### config.mk
export PLATFORM = sky130hd
export DESIGN_NAME = gpio_irq_bank
export DESIGN_NICKNAME = d
export VERILOG_FILES = /design/src/rtl/gpio_irq_bank.sv
export SDC_FILE = /design/constraint.sdc
export NUM_CORES = 1
export LEC_CHECK = 0
export BUFFER_PORTS_ARGS = -buffer_cell sky130_fd_sc_hd__buf_4
export CORE_ASPECT_RATIO = 1.75
export CORE_MARGIN = 1
export CORE_UTILIZATION = 30
export CTS_BUF_LIST = sky130_fd_sc_hd__clkbuf_16
export DETAILED_ROUTE_END_ITERATION = 6
export SLEW_MARGIN = 20
export SYNTH_ARGS = -nofsm -noshare
export SYNTH_HDL_FRONTEND = slang
export SYNTH_SLANG_ARGS = --single-unit
### constraint.sdc
create_clock -name clk -period 1.28 [get_ports clk]
set_input_delay 0 -clock clk [delete_from_list [all_inputs] [get_ports clk]]
set_output_delay 0 -clock clk [all_outputs]
set_load 0.05 [all_outputs]
### src/rtl/gpio_irq_bank.sv
module gpio_irq_bank #(
  parameter int NPIN = 32
) (
  input  logic            clk,
  input  logic            rst_n,
  input  logic            bus_sel,
  input  logic            bus_wr,
  input  logic [2:0]      bus_word,
  input  logic [31:0]     bus_wdata,
  output logic [31:0]     bus_rdata,
  input  logic [NPIN-1:0] pin_in,
  output logic [NPIN-1:0] pin_out,
  output logic [NPIN-1:0] pin_oe,
  output logic            irq
);

  localparam logic [2:0] W_VAL = 3'd0, W_DIR = 3'd1, W_IEN = 3'd2, W_STS = 3'd3,
                         W_PND = 3'd4, W_CLR = 3'd5, W_MODE = 3'd6, W_POL = 3'd7;

  logic [NPIN-1:0] s1, s2, s3;
  logic [NPIN-1:0] out_q, dir_q, ien_q, mode_q, pol_q, sts_q;
  logic [NPIN-1:0] wd, rise, fall, hit, clr_m, pend;
  logic            wr_en;

  assign wd    = bus_wdata[NPIN-1:0];
  assign wr_en = bus_sel & bus_wr;
  assign clr_m = (wr_en && bus_word == W_CLR) ? wd : '0;

  assign rise = s2 & ~s3;
  assign fall = ~s2 & s3;
  assign hit  = (mode_q & ((pol_q & fall) | (~pol_q & rise)))
              | (~mode_q & ((pol_q & s2) | (~pol_q & ~s2)));

  always_ff @(posedge clk or negedge rst_n) begin
    if (!rst_n) begin
      s1 <= '0;
      s2 <= '0;
      s3 <= '0;
    end else begin
      s1 <= pin_in;
      s2 <= s1;
      s3 <= s2;
    end
  end

  always_ff @(posedge clk or negedge rst_n) begin
    if (!rst_n) begin
      out_q  <= '0;
      dir_q  <= '1;
      ien_q  <= '0;
      mode_q <= '0;
      pol_q  <= '0;
    end else if (wr_en) begin
      case (bus_word)
        W_VAL:   out_q  <= wd;
        W_DIR:   dir_q  <= wd;
        W_IEN:   ien_q  <= wd;
        W_MODE:  mode_q <= wd;
        W_POL:   pol_q  <= wd;
        default: ;
      endcase
    end
  end

  always_ff @(posedge clk or negedge rst_n) begin
    if (!rst_n) sts_q <= '0;
    else        sts_q <= (sts_q & ~clr_m) | hit;
  end

  assign pend    = sts_q & ien_q;
  assign irq     = |pend;
  assign pin_out = out_q;
  assign pin_oe  = ~dir_q;

  always_comb begin
    case (bus_word)
      W_VAL:   bus_rdata = 32'((dir_q & s2) | (~dir_q & out_q));
      W_DIR:   bus_rdata = 32'(dir_q);
      W_IEN:   bus_rdata = 32'(ien_q);
      W_STS:   bus_rdata = 32'(sts_q);
      W_PND:   bus_rdata = 32'(pend);
      W_MODE:  bus_rdata = 32'(mode_q);
      W_POL:   bus_rdata = 32'(pol_q);
      default: bus_rdata = '0;
    endcase
  end

endmodule

==> results by group <==
Critical path
  • Slowest stage cell, crit path: dfrtp_1
  • Largest driver fanout on the critical path: 3
  • Data required, critical path: 1.28 ns
  • Startpoint kind of the worst setup timing path: flop
  • Critical Setup Path Class: reg2out
  • Max incr delay on CP: 0.40 ns
  • Chain of cells forming the critical path: nand2_2 > nand4_1 > nor4_2 > buf_4 > nand2_4 > buf_8
  • WP data arrival: 2.07 ns
  • Critical Path Sink Type: primary output

Clock tree
  • CTS buffer count: 29
  • Root Buffer Master: clkbuf_16
  • Maximum count of clock buffers along a single path: 3
  • Maximum level of the CTS H-tree: 1
  • Clock tree from TritonCTS: done
  • Clock slew at reported path FFs: 0.06 ns
  • Sink Count: 288
  • Clk_lat worst skew: 0.57 ns

Timing
  • Number of setup violations in the final report: 65
  • Slew of the pin with the lowest slew margin: 0.964 ns
  • Post-route clock period utilization: 162%
  • Sum Neg Setup Slack: -21.93 ns
  • RSZ-0062 raised after global routing: true
  • Number of failing hold endpoints at the final stage: 0
  • Post-layout min period: 2.07 ns
  • Worst hold-check slack: 0.0593 ns
  • Smallest setup slack after layout: -0.794 ns
  • Final setup skew: 0.0166 ns
  • Highest clock frequency the design can meet: 482 MHz
  • Remaining max-slew budget at the tightest pin: 35.8%
  • Number of max-slew violations in the final report: 0

Power
  • Power density normalized to cell area: 1600 nW/um^2
  • Net switching fraction of the power: 34.5%
  • Clock network fraction of design power: 27.6%
  • Power spent charging and discharging nets: 0.0108 W
  • Share of power burned in registers: 38.3%
  • Combinational group share of total power: 34.1%
  • Total internal power: 0.0206 W
  • Worst ir drop on vdd: 0.00127 V
  • Reported leakage power: 8.39 nW

Synthesis
  • Post-Syn Instances: 1122
  • Proportion of netlist area held by the largest area contributor: 48.9%
  • Synthesized area per cell: 11.7 sq um
  • Seq cells post-synth: 288
  • Seq/Total Area, Yosys: 55.3%
  • Most instantiated flip-flop cell in the synthesis netlist: dfrtp_1
  • Post-synthesis instance area: 13100 sq um
  • Number of flops mapped to enable cells by yosys: 0
  • Ys Warns: 0
  • Synthesized net count: 1193
  • Leading post-synthesis cells by cell area: dfrtp_1 49%, mux2_2 14%, dfstp_2 6.4%
  • Number of unique standard cell types used by synthesis: 46
  • Async SR Flop Fraction: 100%
  • Library cell occupying the most area in the post-synthesis netlist: dfrtp_1

Floorplan
  • Die Y-Extent: 278 um
  • Boundary Pins: 168
  • Core Box Area: 42800 sq um
  • Horizontal die dimension: 160 um
  • Die area: 44500 sq um
  • Number of placement rows: 100
  • Starting density of the core: 30.6%

Routing
  • Initial detailed-routing violation count: 468
  • First-pass iteration count of the detailed router: 5
  • Via density per instance: 4.96
  • Antenna Violating Nets Remaining: 0
  • Residual DRC count: 0
  • Total routed wirelength: 41500 um
  • Detailed-route wire length per cell: 19.4 um
  • Overall via count from detail_route: 10600

Run
  • Max-capacitance violation count: 0

Cells and area
  • Layout area overhead: 49.3%
  • Flip-flop and latch area: 7270 sq um
  • Number of fill cells in the layout: 3985
  • Number of nets in the finished design: 1630
  • Ratio of cells with drive above 1 in the final layout: 50.0%
  • Area used by multi-input combinational logic: 6060 sq um
  • Filler-free cell count of the finished design: 2144

Placement
  • DP Worst Slack: -0.482 ns
  • Post-detailed-placement half-perimeter wirelength: 29200 um
  • RD Place Congestion: 0.825
  • Dpl cells: 1989
  • IO buf count: 167

Global route
  • Sum of overflow across all layers after global routing: 0
  • Number of antenna violations at the first check in global routing: 1
  • Maximum number of pins on one net before global-route repair: 59
  • All-Layer GR Usage: 18.6%
  • Global-route wire length before repair: 64500 um
  • Vias in the first global route: 11400

Run status
  • Failing checks: setup timing
  • Status: finished with violations

Worst hold path
  • Path class of the lowest-slack min-delay path: in2async
power by group through the flow:
stage	registers, W	logic, W	clock network, W
finish	0.0120	0.0107	0.00865
global route	0.0122	0.0113	0.00922
CTS	0.0120	0.0105	0.00889
detailed placement	0.0121	0.00943	0
global placement	0.0120	0.00928	0
floorplan	0.0127	0.00492	0
cell type report:
cell class	count	area share (%)
repair buffers	455	22.1
multi-input cells	719	31.0
clock buffers	29	3.71
diodes	2	0.0256
flip-flops and latches	288	37.2
inverters	66	1.36
clock inverters	24	1.11
well taps	561	3.59
synth_stat cells (21+ instances only):
master and instances:
o21ai_0 49, mux2i_1 29, nor2b_1 24, inv_1 65
nor2_1 126, buf_2 21, mux2_2 164, dfrtp_1 256
dfstp_2 32, nand3_1 41, nand2_1 75, a221o_1 32
a21oi_1 52
through the flow:
| stage | area, sq um | power, W | utilization [%] |
|---|---|---|---|
| 3_5_place_dp | 17000 | 0.0215 | 39.7 |
| 3_3_place_gp | 17000 | 0.0213 | 39.7 |
| 6_report | 19600 | 0.0314 | 45.7 |
| 2_1_floorplan | 13600 | 0.0176 | - |
| 5_1_grt | 19600 | 0.0328 | 45.7 |
| 4_1_cts | 19300 | 0.0314 | 45.2 |
per-layer routing:
| metal | part of all wire, % | global-route usage [%] | wire length, um |
|---|---|---|---|
| met5 | 0 | 0 | 0 |
| met4 | 3.8 | 7.35 | 1580 |
| met3 | 3.5 | 2.07 | 1450 |
| met2 | 53 | 34.8 | 22200 |
| met1 | 39 | 21.4 | 16300 |
worst max-delay path: cells and delay by family, from the launching register on:
family / cells / cell delay [ns]
flip-flops: 1 / 0.40
buffers and inverters: 2 / 0.35
AND/OR/NAND/NOR: 4 / 0.76
state kept, by name (all words and copies together) (netlist names):
signal	cells
pol_q	32
ien_q	32
sts_q	32
mode_q	32
s3	32
dir_q	32
s1	32
pin_out	32
s2	32
placed cells by master (no fill, tap or decap), types with 17 or more instances in the layout:
cell           Yosys  routed
buf_12             0      24
buf_8              0      17
dfrtp_1          256     240
nor2_1           126     116
o21ai_0           49      40
dfstp_2           32      32
inv_1             65      40
mux2_2           164     159
clkbuf_16          0      29
mux2i_1           29      28
dlygate4sd3_1      0      65
nand3_1           41      39
buf_4             12     268
a21oi_1           52      41
inv_2              1      27
nor2b_1           24      24
nand2_1           75      59
buf_6              8      80
a221o_1           32      32
cells by family after synthesis:
| family | after synthesis | synth area share (%) |
|---|---|---|
| AO/OA/AOI/OAI | 222 | 12.0 |
| buffers and inverters | 115 | 4.30 |
| flip-flops | 288 | 55.3 |
| multiplexers | 212 | 18.9 |
| AND/OR/NAND/NOR | 285 | 9.48 |
timing repair:
action | in CTS | in global routing
buffers inserted | 24 | 22
pin swaps | 38 | 16
cloned | 0 | 0
hold endpoints to repair | 512 | 0
gates resized for setup | 183 | 40
hold buffers | 66 | 0
endpoints found under the setup margin | 69 | 84
path summary, 6_finish.rpt:
path | startpoint | slack, ns | end | cells past startpoint
min in group clk | pin_in[2] | 0.07 | s1[2] | 2
max in group asynchronous | rst_n | 0.14 | pin_out[1] | 3
worst min register to register | s1[1] | 0.34 | s2[1] | 0
worst max register to register | s2[11] | 0.06 | sts_q[11] | 4
worst max-delay path | ien_q[25] | -0.79 | irq | 6
worst min-delay path | rst_n | 0.06 | dir_q[3] | 2
(Power assumes the default switching activity.)
